## src/rtl/fsr_pkg.sv

```systemverilog
// Package: shared types and helpers for the flash status responder.
// Assumes: byte-wide array; op codes fixed by the host-side decoder.
package fsr_pkg;

    typedef enum logic [1:0] {
        OP_PROG = 2'b00,
        OP_SECT = 2'b01,
        OP_CHIP = 2'b10,
        OP_NONE = 2'b11
    } op_e;

    typedef enum logic [1:0] {
        ST_IDLE = 2'b00,
        ST_RUN  = 2'b01,
        ST_LAST = 2'b10,
        ST_FAIL = 2'b11
    } st_e;

    // Power-on content of array byte idx.
    function automatic logic [7:0] init_byte(input int unsigned idx);
        int unsigned v;
        v = (idx * 29 + 7) % 256;
        return v[7:0];
    endfunction

endpackage

```

## src/rtl/fsr_sequencer.sv

```systemverilog
// Module: fsr_sequencer
// Tracks the phase of an embedded operation (idle, running, completion read,
// timeout hold) and counts its duration in cycles.
// Assumes: PULSE_LIMIT exceeds every normal and protected run length.
module fsr_sequencer
    import fsr_pkg::*;
#(
    parameter int PROG_CYC    = 12,
    parameter int SECT_CYC    = 40,
    parameter int CHIP_CYC    = 60,
    parameter int PPROG_CYC   = 20,
    parameter int PERASE_CYC  = 80,
    parameter int PULSE_LIMIT = 100,
    parameter int FAIL_HOLD   = 30
) (
    input  logic clk,
    input  logic rst_n,
    input  logic start_i,
    input  op_e  op_i,
    input  logic prot_i,
    input  logic force_i,
    input  logic rd_i,
    output st_e  st_o,
    output op_e  op_q_o,
    output logic launch_o,
    output logic commit_o,
    output logic busy_o
);
    localparam int MAXV = PULSE_LIMIT + FAIL_HOLD;
    localparam int CW   = $clog2(MAXV + 1);

    st_e           st;
    op_e           op_q;
    logic          prot_q;
    logic          force_q;
    logic [CW-1:0] cnt;
    logic [CW-1:0] run_len;
    logic          run_end;

    // Pick the run length from the latched operation and flags.
    always_comb begin
        if (force_q)
            run_len = CW'(PULSE_LIMIT);
        else if (prot_q)
            run_len = (op_q == OP_PROG) ? CW'(PPROG_CYC) : CW'(PERASE_CYC);
        else if (op_q == OP_PROG)
            run_len = CW'(PROG_CYC);
        else if (op_q == OP_SECT)
            run_len = CW'(SECT_CYC);
        else
            run_len = CW'(CHIP_CYC);
    end

    assign launch_o = start_i && (st == ST_IDLE) && (op_i != OP_NONE);
    assign run_end  = (st == ST_RUN) && (cnt == run_len - CW'(1));
    assign commit_o = run_end && !force_q && !prot_q;
    assign busy_o   = (st != ST_IDLE);
    assign st_o     = st;
    assign op_q_o   = op_q;

    // Phase register and cycle counter.
    always_ff @(posedge clk) begin
        if (!rst_n) begin
            st      <= ST_IDLE;
            cnt     <= '0;
            op_q    <= OP_PROG;
            prot_q  <= 1'b0;
            force_q <= 1'b0;
        end else begin
            case (st)
                ST_IDLE: begin
                    if (launch_o) begin
                        st      <= ST_RUN;
                        cnt     <= '0;
                        op_q    <= op_i;
                        prot_q  <= prot_i;
                        force_q <= force_i;
                    end
                end
                ST_RUN: begin
                    if (run_end) begin
                        st  <= force_q ? ST_FAIL : ST_LAST;
                        cnt <= '0;
                    end else begin
                        cnt <= cnt + CW'(1);
                    end
                end
                ST_FAIL: begin
                    if (cnt == CW'(FAIL_HOLD - 1)) begin
                        st  <= ST_IDLE;
                        cnt <= '0;
                    end else begin
                        cnt <= cnt + CW'(1);
                    end
                end
                default: begin
                    if (rd_i) st <= ST_IDLE;
                end
            endcase
        end
    end

    // An accepted start makes the block busy on the next cycle.
    assert_busy_after_start_R2: assert property (@(posedge clk) disable iff (!rst_n)
        (start_i && !busy_o && op_i != OP_NONE) |=> busy_o);

    // A start while busy leaves the latched operation alone.
    assert_start_ignored_R2: assert property (@(posedge clk) disable iff (!rst_n)
        (start_i && busy_o) |=> $stable(op_q));

    // A commit always leads into the completion-read phase.
    assert_commit_to_last_R7: assert property (@(posedge clk) disable iff (!rst_n)
        commit_o |=> (st == ST_LAST && busy_o));

    // A code-11 start in idle never launches anything.
    assert_bad_op_ignored_R2: assert property (@(posedge clk) disable iff (!rst_n)
        (!busy_o && (!start_i || op_i == OP_NONE)) |=> !busy_o);

endmodule

```

## src/rtl/fsr_array.sv

```systemverilog
// Module: fsr_array
// Small byte array with power-on pattern; applies the program or erase
// of a finished unprotected operation in one cycle.
// Assumes: sector index is the top SECT_W address bits.
module fsr_array
    import fsr_pkg::*;
#(
    parameter int AW     = 6,
    parameter int SECT_W = 2
) (
    input  logic          clk,
    input  logic          rst_n,
    input  logic          launch_i,
    input  logic [AW-1:0] addr_i,
    input  logic [7:0]    data_i,
    input  logic          commit_i,
    input  op_e           op_q_i,
    input  logic [AW-1:0] rd_addr_i,
    output logic [7:0]    rd_byte_o,
    output logic          prog_msb_o
);
    localparam int DEPTH = 1 << AW;

    logic [7:0]    mem [DEPTH];
    logic [AW-1:0] tgt_q;
    logic [7:0]    dat_q;

    // Latch target address and byte on a launch.
    always_ff @(posedge clk) begin
        if (!rst_n) begin
            tgt_q <= '0;
            dat_q <= '0;
        end else if (launch_i) begin
            tgt_q <= addr_i;
            dat_q <= data_i;
        end
    end

    // Array storage: power-on pattern, then program or erase on commit.
    always_ff @(posedge clk) begin
        if (!rst_n) begin
            for (int i = 0; i < DEPTH; i++) mem[i] <= init_byte(i);
        end else if (commit_i) begin
            for (int i = 0; i < DEPTH; i++) begin
                logic [AW-1:0] ia;
                ia = AW'(i);
                if (op_q_i == OP_CHIP)
                    mem[i] <= 8'hFF;
                else if (op_q_i == OP_SECT && ia[AW-1 -: SECT_W] == tgt_q[AW-1 -: SECT_W])
                    mem[i] <= 8'hFF;
                else if (op_q_i == OP_PROG && ia == tgt_q)
                    mem[i] <= dat_q;
            end
        end
    end

    assign rd_byte_o  = mem[rd_addr_i];
    assign prog_msb_o = dat_q[7];

    // A committed program leaves the latched byte at the target.
    assert_prog_stored_R6: assert property (@(posedge clk) disable iff (!rst_n)
        (commit_i && op_q_i == OP_PROG) |=> (mem[tgt_q] == dat_q));

    // A committed chip erase clears both ends of the array.
    assert_chip_erased_R6: assert property (@(posedge clk) disable iff (!rst_n)
        (commit_i && op_q_i == OP_CHIP) |=> (mem[0] == 8'hFF && mem[DEPTH-1] == 8'hFF));

    // Without a commit the array never changes.
    assert_array_quiet_R8: assert property (@(posedge clk) disable iff (!rst_n)
        !commit_i |=> $stable(mem[rd_addr_i]) || $changed(rd_addr_i));

endmodule

```

## src/rtl/fsr_status.sv

```systemverilog
// Module: fsr_status
// Builds the word returned by each read strobe: array data in read mode,
// polling/toggle/timeout status during an operation, and the mixed
// completion word on the first read after the run ends.
// Assumes: phase and latched operation come from fsr_sequencer.
module fsr_status
    import fsr_pkg::*;
(
    input  logic       clk,
    input  logic       rst_n,
    input  st_e        st_i,
    input  op_e        op_q_i,
    input  logic       prog_msb_i,
    input  logic       launch_i,
    input  logic       rd_i,
    input  logic [7:0] arr_byte_i,
    output logic [7:0] rd_data_o
);
    logic       tog;
    logic       poll;
    logic [7:0] word;

    assign poll = (op_q_i == OP_PROG) ? ~prog_msb_i : 1'b0;

    // Select the word for the current phase.
    always_comb begin
        case (st_i)
            ST_RUN:  word = {poll, tog, 1'b0, 5'b0};
            ST_FAIL: word = {poll, tog, 1'b1, 5'b0};
            ST_LAST: word = {arr_byte_i[7], tog, 6'b0};
            default: word = arr_byte_i;
        endcase
    end

    // Toggle bit: cleared on launch, inverted by every busy read.
    always_ff @(posedge clk) begin
        if (!rst_n)
            tog <= 1'b0;
        else if (launch_i)
            tog <= 1'b0;
        else if (rd_i && st_i != ST_IDLE)
            tog <= ~tog;
    end

    // Read data register: updated only by a read strobe.
    always_ff @(posedge clk) begin
        if (!rst_n)
            rd_data_o <= 8'h00;
        else if (rd_i)
            rd_data_o <= word;
    end

    // Running reads carry zeros in bits 5..0.
    assert_run_low_bits_R5: assert property (@(posedge clk) disable iff (!rst_n)
        (rd_i && st_i == ST_RUN) |=> (rd_data_o[5:0] == 6'b0));

    // Erase polling reads 0 while running.
    assert_erase_poll_R3: assert property (@(posedge clk) disable iff (!rst_n)
        (rd_i && st_i == ST_RUN && op_q_i != OP_PROG) |=> !rd_data_o[7]);

    // Timeout hold reads show bit 5 set.
    assert_fail_flag_R10: assert property (@(posedge clk) disable iff (!rst_n)
        (rd_i && st_i == ST_FAIL) |=> rd_data_o[5]);

    // Output holds between read strobes.
    assert_hold_R11: assert property (@(posedge clk) disable iff (!rst_n)
        !rd_i |=> $stable(rd_data_o));

    // Two back-to-back running reads give opposite bit 6.
    assert_toggle_R4: assert property (@(posedge clk) disable iff (!rst_n)
        (rd_i && st_i == ST_RUN && $past(rd_i && st_i == ST_RUN) && !$past(launch_i))
        |=> (rd_data_o[6] != $past(rd_data_o[6])));

endmodule

```

## src/rtl/flash_status_responder.sv

```systemverilog
// Module: flash_status_responder (top)
// Synchronous model of flash status reads during embedded program and
// erase operations. Ties the sequencer, the array and the status word
// builder together.
// Assumes: start_i is a single-cycle pulse from an external command decoder.
module flash_status_responder
    import fsr_pkg::*;
#(
    parameter int AW          = 6,
    parameter int SECT_W      = 2,
    parameter int PROG_CYC    = 12,
    parameter int SECT_CYC    = 40,
    parameter int CHIP_CYC    = 60,
    parameter int PPROG_CYC   = 20,
    parameter int PERASE_CYC  = 80,
    parameter int PULSE_LIMIT = 100,
    parameter int FAIL_HOLD   = 30
) (
    input  logic          clk,
    input  logic          rst_n,
    input  logic          start_i,
    input  logic [1:0]    op_i,
    input  logic [AW-1:0] addr_i,
    input  logic [7:0]    data_i,
    input  logic          prot_i,
    input  logic          force_timeout_i,
    input  logic          rd_i,
    input  logic [AW-1:0] rd_addr_i,
    output logic [7:0]    rd_data_o,
    output logic          busy_o
);
    st_e        st;
    op_e        op_q;
    logic       launch;
    logic       commit;
    logic [7:0] arr_byte;
    logic       prog_msb;

    fsr_sequencer #(
        .PROG_CYC   (PROG_CYC),
        .SECT_CYC   (SECT_CYC),
        .CHIP_CYC   (CHIP_CYC),
        .PPROG_CYC  (PPROG_CYC),
        .PERASE_CYC (PERASE_CYC),
        .PULSE_LIMIT(PULSE_LIMIT),
        .FAIL_HOLD  (FAIL_HOLD)
    ) i_seq (
        .clk     (clk),
        .rst_n   (rst_n),
        .start_i (start_i),
        .op_i    (op_e'(op_i)),
        .prot_i  (prot_i),
        .force_i (force_timeout_i),
        .rd_i    (rd_i),
        .st_o    (st),
        .op_q_o  (op_q),
        .launch_o(launch),
        .commit_o(commit),
        .busy_o  (busy_o)
    );

    fsr_array #(
        .AW    (AW),
        .SECT_W(SECT_W)
    ) i_arr (
        .clk       (clk),
        .rst_n     (rst_n),
        .launch_i  (launch),
        .addr_i    (addr_i),
        .data_i    (data_i),
        .commit_i  (commit),
        .op_q_i    (op_q),
        .rd_addr_i (rd_addr_i),
        .rd_byte_o (arr_byte),
        .prog_msb_o(prog_msb)
    );

    fsr_status i_stat (
        .clk       (clk),
        .rst_n     (rst_n),
        .st_i      (st),
        .op_q_i    (op_q),
        .prog_msb_i(prog_msb),
        .launch_i  (launch),
        .rd_i      (rd_i),
        .arr_byte_i(arr_byte),
        .rd_data_o (rd_data_o)
    );

endmodule

```

## config.mk

```make
export PLATFORM = sky130hd
export DESIGN_NAME = flash_status_responder
export DESIGN_NICKNAME = d
export VERILOG_FILES = /design/src/rtl/fsr_pkg.sv /design/src/rtl/fsr_sequencer.sv /design/src/rtl/fsr_array.sv /design/src/rtl/fsr_status.sv /design/src/rtl/flash_status_responder.sv
export SDC_FILE = /design/constraint.sdc
export NUM_CORES = 1
export LEC_CHECK = 0
export BUFFER_PORTS_ARGS = -buffer_cell sky130_fd_sc_hd__buf_2
export CORE_MARGIN = 2
export CORE_UTILIZATION = 42
export DETAILED_ROUTE_END_ITERATION = 16
export GPL_TIMING_DRIVEN = 0
export PLACE_DENSITY_LB_ADDON = 0.15
export SLEW_MARGIN = 20
export SYNTH_ARGS = -nofsm -noshare
export SYNTH_HDL_FRONTEND = slang
export SYNTH_SLANG_ARGS = --single-unit
export TNS_END_PERCENT = 5
```

## constraint.sdc

```tcl
create_clock -name clk -period 3.3 [get_ports clk]
set_input_delay 0.165 -clock clk [delete_from_list [all_inputs] [get_ports clk]]
set_output_delay 0.165 -clock clk [all_outputs]
set_load 0.01 [all_outputs]
```

## Word level (Yosys, flattened, before mapping)

Memories as Yosys holds them, arrays and structs flattened.
Index checks and enable logic that the tools add are counted.

| word-level totals | value |
|---|---|
| input port bits | 28 |
| RAM bits | 512 |
| output and inout bits | 9 |
| memories kept | 1 |
| word-level logic and storage cells | 989 |
| register bits | 37 |

Memory list:

| memory | words | bits a word | read ports | clocked after Yosys merged registers in | wr ports | line | text |
|---|---|---|---|---|---|---|---|
| i_arr.mem | 64 | 8 | 1 | 0 | 64 | fsr_array.sv:24 | `logic [7:0] mem [DEPTH];` |

| operators by class | value |
|---|---|
| equal/unequal tests | 77 |
| multiplexer cells | 618 |
| $add $sub $neg | 2 |
| reductions and logical operators | 87 |
| bitwise gates (word level) | 195 |

Operators by type and width:

| cell | count |
|---|---|
| $mux W8 | 198 |
| $mux W1 | 411 |
| $eq A6 B6 Y1 const A | 32 |
| $or A1 B1 Y1 | 192 |
| $eq A5 B6 Y1 const A | 16 |
| $logic_and A1 B1 Y1 | 74 |
| $eq A4 B6 Y1 const A | 8 |
| $pmux W8 S3 | 2 |
| $eq A3 B6 Y1 const A | 4 |
| $eq A2 B6 Y1 const A | 2 |
| $add A8 B1 Y8 const B | 1 |
| $eq A8 B5 Y1 const B | 1 |
| $eq A8 B8 Y1 | 1 |
| $mux W2 | 4 |
| $sub A8 B1 Y8 const B | 1 |
| $mux W7 | 1 |
| $eq A1 B6 Y1 const A | 1 |
| $eq A2 B2 Y1 const B | 3 |
| $logic_not A2 Y1 | 3 |
| $logic_not A6 Y1 | 1 |
| $ne A2 B1 Y1 const B | 3 |
| $pmux W2 S3 | 1 |
| $mux W5 | 1 |
| $eq A2 B1 Y1 const B | 2 |
| other kinds (11) | 16 |

## Logic depth before layout (Yosys ltp)

Gate-level depths: netlist of the first run.

| logic depth | value |
|---|---|
| word-level depth | 16 |
| depth in mapped cells | 14 |
| mapped depth without buffers | 9 |

## By module

From an unflattened synthesis of the first run, not the netlist that was laid out.

| second synthesis, totals | value |
|---|---|
| cell total of the unflattened synthesis | 1909 |
| area total of the unflattened synthesis | 26191.4 um^2 |

Modules (own cells, without submodules):

| module | cells each | instances | sequential area each (um^2) | area an instance (um^2) |
|---|---|---|---|---|
| fsr_array | 1753 | 1 | 15655.0 | 24731.2 |
| fsr_sequencer | 113 | 1 | 280.3 | 1022.2 |
| fsr_status | 43 | 1 | 180.2 | 437.9 |

## Worst setup path after synthesis of the first run

OpenSTA, ideal clock, no wires.

| timing | value |
|---|---|
| kind | reg2reg |
| start | register i_seq.force_q |
| end | memory i_arr.mem[53][0] (enable) |
| setup time | 0.387 ns |
| clock period less this slack | 3.547 ns |
| stages on the path, launching flop included | 12 |
| data required time | 2.913 ns |
| arrival | 3.160 ns |
| path buffers | 2 |
| path slack | -0.247 ns |
| cell sequence | dfxtp_1 clkbuf_1 nor2_1 inv_1 ha_1 xnor2_1 nor4b_1 o211ai_2 nor4_4 nand3_2 clkbuf_1 o31ai_1 |

RTL lines:

| element | line | text |
|---|---|---|
| start, declared | fsr_sequencer.sv:35 | `logic force_q;` |
| start signal, assigned | fsr_sequencer.sv:77 | `force_q <= force_i;` |
| end, declared | fsr_array.sv:24 |  |

==> results of run 1 <==
==> critical path: cells and delay by family (launching register included) <==
kind,cells,cell delay (ns)
AO/OA/AOI/OAI,1,0.19
buffers and inverters,2,0.60
AND/OR/NAND/NOR,4,1.97
flip-flops,1,0.30
==> where the power goes <==
group	internal, mW	switching [mW]	total (mW)
clock network	3.58	2.81	6.39
logic	0.544	1.15	1.69
registers	7.80	0.0781	7.88
total	11.9	4.03	16.0
==> metal layers <==
layer / vias to the layer above / share of wire
met2: 1566 / 0.43
met5: - / 0.00072
li1: 7750 / -
met4: 2 / 0.069
met3: 340 / 0.14
met1: 9915 / 0.36
==> flip-flops by register name (all words and copies together) (netlist names), 2 cells and up <==
name and count:
i_arr.mem 512, i_arr.dat_q 8, i_seq.cnt 8, i_stat.rd_data_o 8
i_arr.tgt_q 6, i_seq.op_q_o 2, i_seq.st_o 2
==> timing repair <==
| action | in CTS | in global routing |
|---|---|---|
| setup buffers | 61 | 18 |
| hold buffers | 18 | 0 |
| pin swaps | 33 | 22 |
| endpoints found under the hold margin | 18 | 0 |
| gates cloned | 3 | 1 |
| resized for setup | 231 | 64 |
| endpoints found under the setup margin | 1026 | 824 |
==> cell usage after synthesis (all sizes together) (24+ instances only) <==
library cell  instances  area [um2]
o31ai                26       195.2
a21oi               148       740.7
clkbuf              103       386.6
mux2i                24       240.2
dfxtp                37       740.7
buf                  86       536.8
nand3                65       350.3
nand2               344        1291
edfxtp              512       15370
nor2                 72       270.3
mux4                129        2905
o21ai               169       845.8
==> path summary, 6_finish.rpt <==
kind	start	endpoint	slack (ns)	depth (start not counted)
setup reg to reg	i_seq.op_q_o[0]$_SDFFE_PN0P_	i_arr.mem[44][7]$_SDFFCE_PN0P_	-0.10	7
hold reg to reg	i_stat.rd_data_o[4]$_SDFFE_PN0P_	i_stat.rd_data_o[4]$_SDFFE_PN0P_	0.50	2
hold / removal	rst_n	i_stat.rd_data_o[6]$_SDFFE_PN0P_	0.09	3
setup / recovery	i_seq.op_q_o[0]$_SDFFE_PN0P_	i_arr.mem[44][7]$_SDFFCE_PN0P_	-0.10	7
==> layout by cell type (no fill, tap or decap), drive strengths merged, types with 4 or more instances in the layout <==
| cell type | instances |
|---|---|
| nor2b | 12 |
| a211oi | 7 |
| xor2 | 4 |
| dfxtp | 37 |
| mux4 | 129 |
| nand4 | 9 |
| nor4b | 4 |
| nand2 | 344 |
| nor2 | 72 |
| clkbuf | 183 |
| o22ai | 17 |
| dlygate4sd3 | 18 |
| mux2i | 24 |
| nand2b | 14 |
| a21oi | 148 |
| nand3 | 65 |
| o21ai | 169 |
| clkinv | 19 |
| or3 | 6 |
| a31o | 8 |
| a211o | 5 |
| inv | 13 |
| nor4 | 8 |
| buf | 228 |
| nor3 | 19 |
| o31ai | 26 |
| and3 | 19 |
| a31oi | 4 |
| or2 | 4 |
| edfxtp | 512 |
==> layout make-up <==
type | instances | area share
multi-input cells | 1170 | 0.2992
clock inverters | 26 | 0.006583
well taps | 782 | 0.03139
inverters | 12 | 0.001445
plain buffers | 185 | 0.03994
flip-flops and latches | 549 | 0.5172
repair buffers | 163 | 0.05291
diodes | 3 | 0.0002408
clock buffers | 82 | 0.05110
==> logic make-up after synthesis <==
logic type,Yosys count,share of synthesized area
and+or+nand+nor,587,0.1039
AOI/OAI and AO/OA,417,0.09364
xor gates and xnor gates,7,0.002416
muxes,156,0.1253
DFF,549,0.6351
adders and majority gates,3,0.001479
buffers and inverters,201,0.03816
==> impl_metrics.env, run 1 <==
export IMPL_crit_path_end_kind="flip-flop"
export IMPL_crit_type="flip-flop to flip-flop"
export IMPL_hold_slack_ns=0.08853
export IMPL_num_vias=19570
export IMPL_via_per_inst=6.586
export IMPL_fill_cells=5188
export IMPL_cts_root_buf="clkbuf_16"
export IMPL_cts_htree_levels=2
export IMPL_clock_path_buffers=3
export IMPL_die_w_um=249.8
export IMPL_grt_first_pass_wirelength_um=145600
export IMPL_finalInstanceArea_mm2=0.03117
export IMPL_grt_start_max_net_pins=15
export IMPL_finalPower_mw=15.96
export IMPL_wl_per_cell_um=35.77
export IMPL_route_detailed_drc=0
export IMPL_dpl_hpwl_um=72920
export IMPL_placed_cell_area_mm2=0.02684
export IMPL_track_usage=0.3372
export IMPL_critPathLaunchType="flip-flop"
export IMPL_post_route_cells_drive_above_1_share=0.2753
export IMPL_cts_sinks=549
export IMPL_coreArea_mm2=0.06002
export IMPL_yosysWarnings=0
export IMPL_cts_buffers=58
export IMPL_clk_latency_ns=0.64
export IMPL_global_route_usage_met2=0.4933
export IMPL_dpl_cell_count=2763
export IMPL_postSynth_asyncResetShare=0
export IMPL_fin_util=0.5193
export IMPL_worstPathCellList="buf_6, or2_1, nor2_4, clkbuf_1, nand4_1, nor2_1, a21oi_1"
export IMPL_antenna_found_initial=3
export IMPL_rsz0062_at_grt="yes"
export IMPL_die_y_um=249.8
export IMPL_grt_pass1_vias=18830
export IMPL_syn_num_nets=1951
export IMPL_ys_ff_latch=549
export IMPL_start_util=0.4228
export IMPL_maxCapViolations=0
export IMPL_slowest_stage="nor2_1"
export IMPL_grt_busiest_layer="met2"
export IMPL_cp_data_required_time_ns=3.61
export IMPL_io_buffers=31
export IMPL_syn2layout_area_growth_pct=22.83
export IMPL_powerDensity_mw_per_mm2=512.0
export IMPL_place_gp_congestion=1.001
export IMPL_clk_pin_slew_worst_paths_ns=0.06
export IMPL_finalCriticalPeriod_ns=3.405
export IMPL_instances_no_fill=2972
export IMPL_finalClockSkew_ns=0.03125
export IMPL_netlist_instances=1920
export IMPL_drv_slew=0
export IMPL_seqCellArea_mm2=0.01612
export IMPL_violations="negative setup slack"
export IMPL_irDropWorstVdd_v=0.0003968
export IMPL_synth_edff_count=512
export IMPL_drtAntennaViolNets=0
export IMPL_avgSynthCellArea_um2=13.22
export IMPL_drt_iter0_markers=3035
export IMPL_synth_cell_types=69
export IMPL_layout_setup_ws_ns=-0.1049
export IMPL_final_period_utilization=1.032
export IMPL_critical_path_max_stage_delay_ns=0.78
export IMPL_die_area_mm2=0.06240
export IMPL_dr_pass1_iters=6
export IMPL_hold_class="input pin to flip-flop"
export IMPL_setup_violations=58
export IMPL_pre_cts_ws_ns=-1.913
export IMPL_max_freq_ghz=0.2937
export IMPL_io_pins=37
export IMPL_outcome="complete, but fails checks"
export IMPL_worst_slew_pin_slew_ns=1.285
export IMPL_yosys_most_used_dff="edfxtp_1"
export IMPL_use_met1=0.4465
export IMPL_num_nets_final=2170
export IMPL_slew_headroom=0.1436
export IMPL_wirelength_um=106300
export IMPL_ys_seq_area_frac=0.6351
export IMPL_tns_ns=-2.326
export IMPL_rows=90
export IMPL_final_hold_viol_count=0
export IMPL_syn_area_mm2=0.02538
export IMPL_gr_total_overflow=0
export IMPL_worstPathArrival_ns=3.72
export IMPL_multi_input_area_mm2=0.009326
export IMPL_tritoncts="yes"
export IMPL_path_max_fanout=10
export IMPL_leakagePower_nw=9.626
export IMPL_use_met3=0.1088
Power figures use the tool's default switching activity.
==> run 2, diff against run 1 <==
- CAP_MARGIN: default -> 10
- CORE_ASPECT_RATIO: default -> 0.5
==> impl_metrics.env, run 2 (synthesis gave the netlist of run 1 again) <==
export IMPL_cts_htree_levels=2
export IMPL_worstPathCellList="buf_2, clkbuf_1, buf_2, buf_1, mux2i_1, a32oi_1, nand4_1, nand2_1"
export IMPL_antenna_found_initial=5
export IMPL_crit_type="input pin to flip-flop"
export IMPL_tritoncts="yes"
export IMPL_top_register="i_arr.mem"
export IMPL_cts_root_buf="clkbuf_16"
export IMPL_tns_ns=-0.2419
export IMPL_worst_slew_pin_slew_ns=1.265
export IMPL_cp_data_required_time_ns=3.84
export IMPL_r2r_cells=14
export IMPL_drtAntennaViolNets=0
export IMPL_dpl_hpwl_um=76020
export IMPL_io_pins=37
export IMPL_num_vias=19850
export IMPL_final_cell_mix="512 x edfxtp_1, 339 x nand2_1, 147 x a21oi_1"
export IMPL_slew_headroom=0.1539
export IMPL_slowest_stage="buf_1"
export IMPL_dr_pass1_iters=6
export IMPL_route_detailed_drc=0
export IMPL_start_util=0.4264
export IMPL_path_max_fanout=10
export IMPL_io_buffers=31
export IMPL_irDropWorstVdd_v=0.0004633
export IMPL_drv_slew=0
export IMPL_dpl_cell_count=2808
export IMPL_final_period_utilization=1.041
export IMPL_endpoint="i_stat.rd_data_o[6]$_SDFFE_PN0P_"
export IMPL_final_hold_viol_count=0
export IMPL_die_area_mm2=0.06252
export IMPL_clock_path_buffers=3
export IMPL_fill_cells=5103
export IMPL_cts_sinks=549
export IMPL_powerDensity_mw_per_mm2=506.9
export IMPL_crit_path_start="rd_addr_i[3]"
export IMPL_pre_cts_ws_ns=-1.620
export IMPL_rows=63
export IMPL_outcome="complete, but fails checks"
export IMPL_track_usage=0.3513
export IMPL_reg2reg_to="i_arr.mem[1][0]$_SDFFCE_PN0P_"
export IMPL_wirelength_um=108900
export IMPL_drt_iter0_markers=3373
export IMPL_reg2reg_slack_ns=0.07
export IMPL_die_y_um=177.8
export IMPL_gr_total_overflow=0
export IMPL_final_common_cell="edfxtp_1"
export IMPL_via_per_inst=6.611
export IMPL_post_route_cells_drive_above_1_share=0.2809
export IMPL_critPathMostFrequentCell="buf_2"
export IMPL_hold_class="input pin to flip-flop"
export IMPL_critPathLaunchType="input pin"
export IMPL_syn2layout_area_growth_pct=21.55
export IMPL_instances_no_fill=3002
export IMPL_grt_pass1_vias=18640
export IMPL_reg2reg_from="i_seq.op_q_o[1]$_SDFFE_PN0P_"
export IMPL_grt_start_max_net_pins=16
export IMPL_place_gp_congestion=1.024
export IMPL_coreArea_mm2=0.05951
export IMPL_crit_path_end_kind="flip-flop"
export IMPL_max_freq_ghz=0.2911
export IMPL_finalCriticalPeriod_ns=3.436
export IMPL_die_w_um=351.6
export IMPL_leakagePower_nw=9.554
export IMPL_worstPathArrival_ns=3.98
export IMPL_finalClockSkew_ns=0.01701
export IMPL_clk_latency_ns=0.61
export IMPL_maxCapViolations=0
export IMPL_layout_setup_ws_ns=-0.1358
export IMPL_wl_per_cell_um=36.28
export IMPL_critical_path_max_stage_delay_ns=0.92
export IMPL_violations="negative setup slack"
export IMPL_setup_violations=3
export IMPL_num_nets_final=2174
export IMPL_clk_pin_slew_worst_paths_ns=0.07
export IMPL_cts_buffers=51
export IMPL_grt_first_pass_wirelength_um=149100
export IMPL_rsz0062_at_grt="yes"
export IMPL_largest_register_ffs=512
[run 2: worst max-delay path, delay by kind of cell]
kind / cells / cell delay [ns]
mux: 1 / 0.37
compound gates: 1 / 0.41
simple gates: 2 / 0.68
buf+inv: 4 / 2.32
[run 2: where the power goes]
group	internal, mW	switching, mW	leakage, nW
combinational	0.529	1.17	4.11
sequential	7.80	0.0749	4.62
clock	3.28	2.78	0.816
total	11.6	4.03	9.55
[run 2: worst min path at each step]
| stage | to | startpoint | cells past startpoint |
|---|---|---|---|
| 2_1_floorplan | i_seq.op_q_o[0]$_SDFFE_PN0P_ | op_i[0] | 2 |
| 3_3_place_gp | i_arr.dat_q[1]$_SDFFE_PN0P_ | data_i[1] | 3 |
| 3_5_place_dp | i_arr.tgt_q[5]$_SDFFE_PN0P_ | addr_i[5] | 3 |
| 4_1_cts | i_stat.rd_data_o[6]$_SDFFE_PN0P_ | rst_n | 3 |
| 5_1_grt | i_stat.rd_data_o[6]$_SDFFE_PN0P_ | rst_n | 3 |
| 6_report | i_stat.rd_data_o[6]$_SDFFE_PN0P_ | rst_n | 3 |
[run 2: routing by layer]
| layer | part of all wire | wire length, um | global-route usage | up-vias |
|---|---|---|---|---|
| met1 | 0.39 | 42160 | 0.4859 | 10040 |
| met4 | 0.046 | 5018 | 0.1348 | 2 |
| met3 | 0.17 | 18440 | 0.1620 | 317 |
| met5 | 0.00011 | 12 | 0 | - |
| li1 | - | - | - | 7752 |
| met2 | 0.40 | 43280 | 0.4779 | 1732 |
[run 2: what timing repair did]
action                                 in CTS  in global routing
endpoints found under the hold margin      18                  0
hold buffers                               18                  0
cloned                                      3                  0
buffers inserted                           67                 10
gates resized for setup                   263                 26
setup endpoints to repair                1025                830
pin swaps                                  32                 11
[run 2: metrics by stage]
step                      cell area (um2)    util  hold WS, ns  power [mW]
after floorplan                     25390       -       0.3010       8.758
after detailed placement            26960  0.4529       0.4147       9.444
after CTS                           30650  0.5150       0.1225       15.49
final                               30840  0.5183       0.1480       15.64
after global routing                30830  0.5181       0.2017       15.88
after global placement              26560  0.4463       0.4116       9.387
[run 2: cell type report]
cell class	count	area, um2	area share
sequential	549	16120	0.5226
multi-input combinational	1170	9224	0.2990
timing repair buffer	174	1521	0.04933
clock buffer	67	1428	0.04628
buffer	185	1255	0.04069
tap	812	1016	0.03294
clock inverter	29	222.7	0.007221
inverter	12	47.55	0.001541
antenna	4	10.01	0.0003245
